## src/rtl/pbm_pkg.sv

```systemverilog
package pbm_pkg;
  typedef enum logic [1:0] {
    ST_IDLE = 2'd0,
    ST_ADDR = 2'd1,
    ST_DATA = 2'd2,
    ST_GAP  = 2'd3
  } pbm_state_e;

  localparam logic [1:0] BW_8  = 2'b00;
  localparam logic [1:0] BW_16 = 2'b01;
  localparam logic [1:0] BW_4  = 2'b10;

  // number of lanes per beat for a width code
  function automatic logic [4:0] lane_bits(input logic [1:0] w);
    case (w)
      BW_16:   return 5'd16;
      BW_4:    return 5'd4;
      default: return 5'd8;
    endcase
  endfunction

  // index of the final beat for an access size and width code
  function automatic logic [1:0] last_beat(input logic half, input logic [1:0] w);
    if (half) begin
      case (w)
        BW_16:   return 2'd0;
        BW_4:    return 2'd3;
        default: return 2'd1;
      endcase
    end
    return (w == BW_4) ? 2'd1 : 2'd0;
  endfunction
endpackage

```

## src/rtl/pbm_decode.sv

```systemverilog
module pbm_decode #(
  parameter int IAW      = 24,
  parameter int WIN_BITS = 22,
  parameter int NCS      = 2,
  parameter int CSW      = 1,
  parameter logic [NCS*IAW-1:0] BASES = '0
) (
  input  logic [IAW-1:0] addr,
  output logic           hit,
  output logic [CSW-1:0] sel
);
  localparam int TAGW = IAW - WIN_BITS;

  logic [NCS-1:0] match;

  for (genvar g = 0; g < NCS; g++) begin : g_win
    assign match[g] = (addr[IAW-1:WIN_BITS] == BASES[g*IAW+WIN_BITS +: TAGW]);
  end

  always_comb begin
    hit = |match;
    sel = '0;
    for (int i = NCS - 1; i >= 0; i--) begin
      if (match[i]) sel = CSW'(i);
    end
  end
endmodule

```

## src/rtl/pbm_seq.sv

```systemverilog
module pbm_seq
  import pbm_pkg::*;
#(
  parameter int EAW = 23,
  parameter int DW  = 16,
  parameter int NCS = 2,
  parameter int CSW = 1,
  parameter int AWW = 4,
  parameter int DWW = 4,
  parameter int TMO = 255
) (
  input  logic             clk,
  input  logic             rst_n,
  input  logic             start,
  input  logic [CSW-1:0]   start_cs,
  input  logic             start_wr,
  input  logic             start_half,
  input  logic [EAW-1:0]   start_off,
  input  logic [DW-1:0]    start_wdata,
  input  logic [1:0]       cfg_width,
  input  logic [AWW-1:0]   cfg_await,
  input  logic [NCS*DWW-1:0] cfg_dwait,
  input  logic [NCS-1:0]   cfg_ack_en,
  input  logic             ack_act,
  input  logic [DW-1:0]    din,
  output pbm_state_e       state,
  output logic [CSW-1:0]   cur_cs,
  output logic             cur_wr,
  output logic [EAW-1:0]   cur_addr,
  output logic [DW-1:0]    beat_wdata,
  output logic             done,
  output logic [DW-1:0]    rdata,
  output logic             err
);
  localparam int CW = (AWW > DWW) ? AWW : DWW;
  localparam int TW = $clog2(TMO + 1);

  pbm_state_e     st_q, st_d;
  logic [CSW-1:0] cs_q, cs_d;
  logic           wr_q, wr_d, half_q, half_d;
  logic [EAW-1:0] addr_q, addr_d;
  logic [DW-1:0]  wdata_q, wdata_d, rdata_q, rdata_d;
  logic [CW-1:0]  cnt_q, cnt_d;
  logic [TW-1:0]  tmo_q, tmo_d;
  logic [1:0]     beat_q, beat_d, nb_q, nb_d, width_q, width_d;
  logic           done_q, done_d, err_q, err_d;

  logic [4:0]     lw;
  logic [5:0]     shamt;
  logic [DW-1:0]  lmask, smask, merged;
  logic [DWW-1:0] dw_sel;

  assign lw      = lane_bits(width_q);
  assign lmask   = DW'((32'd1 << lw) - 32'd1);
  assign shamt   = {4'b0, beat_q} * {1'b0, lw};
  assign smask   = half_q ? '1 : DW'(8'hFF);
  assign merged  = rdata_q | (((din & lmask) << shamt) & smask);
  assign dw_sel  = cfg_dwait[cs_q*DWW +: DWW];

  always_comb begin
    st_d = st_q;  cs_d = cs_q;  wr_d = wr_q;  half_d = half_q;
    addr_d = addr_q;  wdata_d = wdata_q;  rdata_d = rdata_q;
    cnt_d = cnt_q;  tmo_d = tmo_q;  beat_d = beat_q;  nb_d = nb_q;
    width_d = width_q;  err_d = err_q;  done_d = 1'b0;
    unique case (st_q)
      ST_IDLE: begin
        if (start) begin
          st_d    = ST_ADDR;
          cs_d    = start_cs;
          wr_d    = start_wr;
          half_d  = start_half;
          addr_d  = start_off;
          wdata_d = start_half ? start_wdata : (start_wdata & DW'(8'hFF));
          rdata_d = '0;
          err_d   = 1'b0;
          cnt_d   = CW'(cfg_await);
          beat_d  = 2'd0;
          nb_d    = last_beat(start_half, cfg_width);
          width_d = cfg_width;
        end
      end
      ST_ADDR: begin
        if (cnt_q == '0) begin
          st_d  = ST_DATA;
          cnt_d = CW'(dw_sel);
          tmo_d = '0;
        end else begin
          cnt_d = cnt_q - 1'b1;
        end
      end
      ST_DATA: begin
        if (cnt_q != '0) begin
          cnt_d = cnt_q - 1'b1;
        end else if (!cfg_ack_en[cs_q] || ack_act) begin
          st_d = ST_GAP;
          if (!wr_q) rdata_d = merged;
        end else if (tmo_q == TW'(TMO)) begin
          st_d  = ST_GAP;
          err_d = 1'b1;
          if (!wr_q) rdata_d = merged;
        end else begin
          tmo_d = tmo_q + 1'b1;
        end
      end
      ST_GAP: begin
        if (beat_q == nb_q) begin
          st_d   = ST_IDLE;
          done_d = 1'b1;
        end else begin
          st_d   = ST_ADDR;
          beat_d = beat_q + 1'b1;
          addr_d = addr_q + 1'b1;
          cnt_d  = CW'(cfg_await);
        end
      end
      default: st_d = ST_IDLE;
    endcase
  end

  always_ff @(posedge clk or negedge rst_n) begin
    if (!rst_n) begin
      st_q <= ST_IDLE;  cs_q <= '0;  wr_q <= 1'b0;  half_q <= 1'b0;
      addr_q <= '0;  wdata_q <= '0;  rdata_q <= '0;  cnt_q <= '0;
      tmo_q <= '0;  beat_q <= '0;  nb_q <= '0;  width_q <= '0;
      done_q <= 1'b0;  err_q <= 1'b0;
    end else begin
      st_q <= st_d;  cs_q <= cs_d;  wr_q <= wr_d;  half_q <= half_d;
      addr_q <= addr_d;  wdata_q <= wdata_d;  rdata_q <= rdata_d;  cnt_q <= cnt_d;
      tmo_q <= tmo_d;  beat_q <= beat_d;  nb_q <= nb_d;  width_q <= width_d;
      done_q <= done_d;  err_q <= err_d;
    end
  end

  assign state      = st_q;
  assign cur_cs     = cs_q;
  assign cur_wr     = wr_q;
  assign cur_addr   = addr_q;
  assign beat_wdata = (wdata_q >> shamt) & lmask;
  assign done       = done_q;
  assign rdata      = rdata_q;
  assign err        = err_q;
endmodule

```

## src/rtl/pbm_pins.sv

```systemverilog
module pbm_pins
  import pbm_pkg::*;
#(
  parameter int EAW = 23,
  parameter int DW  = 16,
  parameter int NCS = 2,
  parameter int CSW = 1
) (
  input  pbm_state_e     state,
  input  logic [CSW-1:0] cs,
  input  logic           wr,
  input  logic [EAW-1:0] addr,
  input  logic [DW-1:0]  wdata,
  input  logic           cfg_mux,
  input  logic [NCS-1:0] cfg_comb,
  input  logic [NCS-1:0] cfg_pol,
  output logic [NCS-1:0] bus_cs,
  output logic [EAW-1:0] bus_addr,
  output logic           bus_ale,
  output logic           bus_sa,
  output logic           bus_sb,
  output logic [DW-1:0]  bus_dout,
  output logic           bus_doe
);
  logic in_cyc, dph, aph_mux, p;

  assign in_cyc  = (state == ST_ADDR) || (state == ST_DATA);
  assign dph     = (state == ST_DATA);
  assign aph_mux = (state == ST_ADDR) && cfg_mux;
  assign p       = cfg_pol[cs];

  for (genvar g = 0; g < NCS; g++) begin : g_cs
    assign bus_cs[g] = (in_cyc && cs == CSW'(g)) ? cfg_pol[g] : ~cfg_pol[g];
  end

  always_comb begin
    if (cfg_comb[cs]) begin
      bus_sa = in_cyc ? ~wr : 1'b1;
      bus_sb = dph ? p : ~p;
    end else begin
      bus_sa = (dph && !wr) ? p : ~p;
      bus_sb = (dph && wr) ? p : ~p;
    end
    bus_ale  = aph_mux;
    bus_doe  = aph_mux || (dph && wr);
    bus_dout = aph_mux ? addr[DW-1:0] : ((dph && wr) ? wdata : '0);
    bus_addr = addr;
  end
endmodule

```

## src/rtl/pbm_port.sv

```systemverilog
module pbm_port
  import pbm_pkg::*;
#(
  parameter int IAW      = 24,
  parameter int EAW      = 23,
  parameter int DW       = 16,
  parameter int NCS      = 2,
  parameter int WIN_BITS = 22,
  parameter logic [NCS*IAW-1:0] WIN_BASES = {24'hC00000, 24'h800000},
  parameter int AWW      = 4,
  parameter int DWW      = 4,
  parameter int TMO      = 255
) (
  input  logic               clk,
  input  logic               rst_n,
  input  logic               req_valid,
  output logic               req_ready,
  input  logic               req_write,
  input  logic               req_size,
  input  logic [IAW-1:0]     req_addr,
  input  logic [DW-1:0]      req_wdata,
  output logic               rsp_done,
  output logic [DW-1:0]      rsp_rdata,
  output logic               rsp_err,
  input  logic [1:0]         cfg_width,
  input  logic               cfg_mux,
  input  logic [AWW-1:0]     cfg_await,
  input  logic [NCS-1:0]     cfg_strobe_comb,
  input  logic [NCS-1:0]     cfg_pol,
  input  logic [NCS-1:0]     cfg_ack_en,
  input  logic [NCS*DWW-1:0] cfg_dwait,
  output logic [NCS-1:0]     bus_cs,
  output logic [EAW-1:0]     bus_addr,
  output logic               bus_ale,
  output logic               bus_sa,
  output logic               bus_sb,
  output logic [DW-1:0]      bus_dout,
  output logic               bus_doe,
  input  logic [DW-1:0]      bus_din,
  input  logic [NCS-1:0]     bus_ack
);
  localparam int CSW = (NCS > 1) ? $clog2(NCS) : 1;

  logic [1:0]     rst_sync_q;
  logic           rst_i, hit, start, ack_act, cur_wr;
  logic [CSW-1:0] sel, cur_cs;
  logic [EAW-1:0] cur_addr;
  logic [DW-1:0]  beat_wdata;
  pbm_state_e     state;

  // asynchronous assertion, synchronous release
  always_ff @(posedge clk or negedge rst_n) begin
    if (!rst_n) rst_sync_q <= 2'b00;
    else        rst_sync_q <= {rst_sync_q[0], 1'b1};
  end
  assign rst_i = rst_sync_q[1];

  pbm_decode #(.IAW(IAW), .WIN_BITS(WIN_BITS), .NCS(NCS), .CSW(CSW), .BASES(WIN_BASES)) u_dec (
    .addr(req_addr), .hit(hit), .sel(sel)
  );

  assign req_ready = (state == ST_IDLE) && rst_i;
  assign start     = req_valid && req_ready && hit;
  assign ack_act   = (bus_ack[cur_cs] == cfg_pol[cur_cs]);

  pbm_seq #(.EAW(EAW), .DW(DW), .NCS(NCS), .CSW(CSW), .AWW(AWW), .DWW(DWW), .TMO(TMO)) u_seq (
    .clk(clk), .rst_n(rst_i), .start(start), .start_cs(sel), .start_wr(req_write),
    .start_half(req_size), .start_off(EAW'(req_addr[WIN_BITS-1:0])), .start_wdata(req_wdata),
    .cfg_width(cfg_width), .cfg_await(cfg_await), .cfg_dwait(cfg_dwait), .cfg_ack_en(cfg_ack_en),
    .ack_act(ack_act), .din(bus_din), .state(state), .cur_cs(cur_cs), .cur_wr(cur_wr),
    .cur_addr(cur_addr), .beat_wdata(beat_wdata), .done(rsp_done), .rdata(rsp_rdata), .err(rsp_err)
  );

  pbm_pins #(.EAW(EAW), .DW(DW), .NCS(NCS), .CSW(CSW)) u_pins (
    .state(state), .cs(cur_cs), .wr(cur_wr), .addr(cur_addr), .wdata(beat_wdata),
    .cfg_mux(cfg_mux), .cfg_comb(cfg_strobe_comb), .cfg_pol(cfg_pol),
    .bus_cs(bus_cs), .bus_addr(bus_addr), .bus_ale(bus_ale), .bus_sa(bus_sa),
    .bus_sb(bus_sb), .bus_dout(bus_dout), .bus_doe(bus_doe)
  );
endmodule

```

## config.mk

```make
export PLATFORM = sky130hd
export DESIGN_NAME = pbm_port
export DESIGN_NICKNAME = d
export VERILOG_FILES = /design/src/rtl/pbm_pkg.sv /design/src/rtl/pbm_decode.sv /design/src/rtl/pbm_seq.sv /design/src/rtl/pbm_pins.sv /design/src/rtl/pbm_port.sv
export SDC_FILE = /design/constraint.sdc
export NUM_CORES = 1
export LEC_CHECK = 0
export BUFFER_PORTS_ARGS = -buffer_cell sky130_fd_sc_hd__buf_2
export CORE_MARGIN = 3
export CORE_UTILIZATION = 48
export DETAILED_ROUTE_END_ITERATION = 10
export GPL_TIMING_DRIVEN = 0
export PLACE_DENSITY = 0.86
export SYNTH_ARGS = -nofsm -noshare
export SYNTH_HDL_FRONTEND = slang
export SYNTH_SLANG_ARGS = --single-unit
```

## constraint.sdc

```tcl
create_clock -name clk -period 2.93 [get_ports clk]
set_input_delay 0.586 -clock clk [delete_from_list [all_inputs] [get_ports clk]]
set_output_delay 0.586 -clock clk [all_outputs]
set_load 0.02 [all_outputs]
```

==> impl_metrics.ini <==
[pwr]
power.static_leakage_uw = 0.00328
power_switching_uw = 3750
power.share.sequential_pct = 27.6
p_clk_share_pct = 13.9
power.share.switching_pct = 48.8
power_frac_comb_pct = 58.4
internal_power_uw = 3940
ir_drop_uv = 617
power_density_nw_per_um2 = 1090

[floorplan]
die_w_um = 112
placementRows = 38
start_util_pct = 49.5
core_um2 = 10900
ioPinCount = 148
die_area_um2 = 12600
die_y_um = 112

[detailed_routing]
wirelength_um = 18400
drtIter0Drc = 787
drt_pre_antenna_iters = 5
drc = 0
vias_per_cell = 6.18
wl_per_cell_um = 18.8
postRouteAntennaNets = 0
via_count = 6065

[yosys]
yosys.area_share.simple_pct = 25.7
synth_mux_area_share_pct = 3.72
ys_warn_count = 0
ys_seq_area_share_pct = 37.9
synth-edff-count = 0
synth.most_common_cell = nand2_1
synth_top_family_by_area = simple AND/OR/NAND/NOR gates
avgSynthCellArea_um2 = 8.16
synth_largest_area_cell = dfrtp_1
yosys.area.top_type_share_pct = 37.9
synthTopCellsByCount = 132 x nand2_1, 82 x dfrtp_1, 50 x o21ai_0
synth_nets = 761
synth_compound_area_share_pct = 22.2
syn_inst = 663
synth.area.top_cells = dfrtp_1 38%, nand2_1 9.2%, o21ai_0 4.6%
ys_ff_latch = 82
synth_top_flop_cell = dfrtp_1
synth_adder_area_share_pct = 3.38
ys_types = 60
synthArstFlopShare_pct = 100
synth_xor_area_share_pct = 1.94
syn_area_um2 = 5410

[run]
cap_violations = 0

[grt]
grt_pass1_vias = 5684
grt_max_degree = 72
gr-usage-all-layers_pct = 27.6
grt_pass1_wl_um = 28200
overflow = 0
antenna_found_initial = 1

[clock_network]
clkSlewWorstSetupHoldPaths_ps = 60
clockBufferDepth = 2
h-tree-depth = 3
insertion_delay_ps = 350
clock-root-buffer = clkbuf_16
cts.sinks = 82
cts_buffers = 9
tritoncts = done
hold_buffers = 0

[critical_path]
critPathMaxFanout = 4
crit_type = flop to primary output
critPathRequiredTime_ps = 2340
crit_arrival_ps = 2800
crit_family = adder cells
cp_cell_sequence = inv_2, ha_4, and2_4, ha_4, inv_2, fa_2, nand4_1, buf_4, nor2b_4, and2_4, a22o_1, buf_6
worst-path-stages = 12
path_buf_inv = 4
max_stage_delay_ps = 530
end_kind = primary output
ff2ff_path_depth = 11
crit_slowest_cell = fa_2
cp-start-kind = flop

[placed_design]
numPortBuffers = 147
hpwl_um = 12700
place.gp.congestion = 0.944
post-place-ws_ps = -495
place_area_um2 = 6350
dp_cells = 951

[finish]
fill_cells = 911
nets = 933
stdcell_count = 981
syn2layout_area_growth_pct = 30.9
final_layout_size_suffix_gt1_share_pct = 28.6
fin_area_um2 = 7090

[hold_path]
hp-class = input port to async pin

[sta]
finalClockSkew_ps = 8.12
tightest_slew_ps = 896
finalHoldViolations = 0
min_period_over_period_pct = 116
relSlewSlack_pct = 40.3
setup_viol = 16
timing.final.ws_setup_ps = -455
maxSlewViolCount = 0
fin_crit_ps = 3390
rsz0062_at_grt = yes
fmax_mhz = 295

[outcome]
violations = negative setup slack
outcome = finished with violations
==> metrics by stage <==
stage | util, % | power, µW | TNS [ps] | hold slack, ps
after floorplan | - | 4770 | -124 | 290
after global placement | 57.8 | 5810 | -35960 | 336
after detailed placement | 58.1 | 5930 | -5110 | 185
after CTS | 63.4 | 7310 | -5540 | 8.77
after global routing | 64.8 | 8170 | -6730 | 0.508
final | 64.8 | 7690 | -5870 | 17.8
==> state kept, by name, indices dropped and copies added (netlist names) <==
register / cells
u_seq.width_q: 2
u_seq.cur_cs: 1
u_seq.cnt_q: 4
u_seq.beat_q: 2
u_seq.err: 1
u_seq.state: 2
u_seq.nb_q: 2
u_seq.wdata_q: 16
u_seq.rdata: 16
u_seq.half_q: 1
u_seq.done: 1
u_seq.cur_addr: 23
u_seq.tmo_q: 8
rst_sync_q: 2
u_seq.cur_wr: 1
==> cells by family after synthesis <==
logic type | Yosys count
XOR/XNOR | 12
adder cells (fa/ha/maj) | 14
AO/OA/AOI/OAI | 181
AND/OR/NAND/NOR | 295
flip-flops | 82
other | 1
multiplexers | 20
buffers and inverters | 58
==> per-layer routing <==
layer,vias up,GRT usage (%),share of wire (%)
met5,-,0,0
met4,0,8.65,2.9
met3,48,6.47,10
met2,437,46.5,49
met1,2829,35.2,38
li1,2751,-,-
==> layout make-up <==
class | instances | area [µm²] | share of cell area [%]
sequential | 82 | 2060 | 29.0
buffer | 40 | 220 | 3.11
tap | 140 | 175 | 2.47
multi-input combinational | 523 | 3320 | 46.8
timing repair buffer | 162 | 980 | 13.8
clock inverter | 5 | 30.0 | 0.424
clock buffer | 11 | 243 | 3.43
inverter | 17 | 63.8 | 0.901
antenna | 1 | 2.50 | 0.0353
==> power groups by stage <==
stage | logic [µW] | registers (µW) | clock network, µW
2_1_floorplan | 2530 | 2240 | 0
3_3_place_gp | 3720 | 2090 | 0
3_5_place_dp | 3840 | 2090 | 0
4_1_cts | 4140 | 2090 | 1080
5_1_grt | 4870 | 2170 | 1130
6_report | 4490 | 2130 | 1070
==> repair_timing <==
action,CTS,global route
gates cloned,1,0
pin swaps,12,16
setup buffers,10,3
gates resized for setup,61,29
endpoints found under the setup margin,16,29
==> placed cells by master (no fill, tap or decap), types with 7 or more instances in the layout <==
cell,synthesis,layout
nand4_1,13,13
o31ai_1,7,7
o22ai_1,7,7
clkbuf_1,25,21
buf_4,0,11
a21oi_1,48,40
nor2_1,39,38
nor3_1,23,18
buf_6,1,20
xnor2_1,7,7
mux2i_1,19,19
buf_2,6,138
and3_1,7,7
clkbuf_16,0,9
o21ai_0,50,46
nand3_1,38,38
a22o_1,13,12
inv_1,15,13
ha_1,13,10
dfrtp_1,82,81
and2_1,9,7
nand2_1,132,132
==> path summary, 6_finish.rpt <==
path                                  startpoint                 to  slack (ps)
worst max-delay path            u_seq.width_q[0]       bus_dout[15]        -460
worst min-delay path                       rst_n      rst_sync_q[1]          20
worst max register to register  u_seq.width_q[0]    u_seq.rdata[14]         130
worst min register to register     rst_sync_q[1]    u_seq.rdata[14]         180
max in group asynchronous          rst_sync_q[1]  u_seq.cur_addr[0]        2150
min in group clk                   rst_sync_q[0]      rst_sync_q[1]         350
Note: power is estimated with default switching activity, not from simulation.
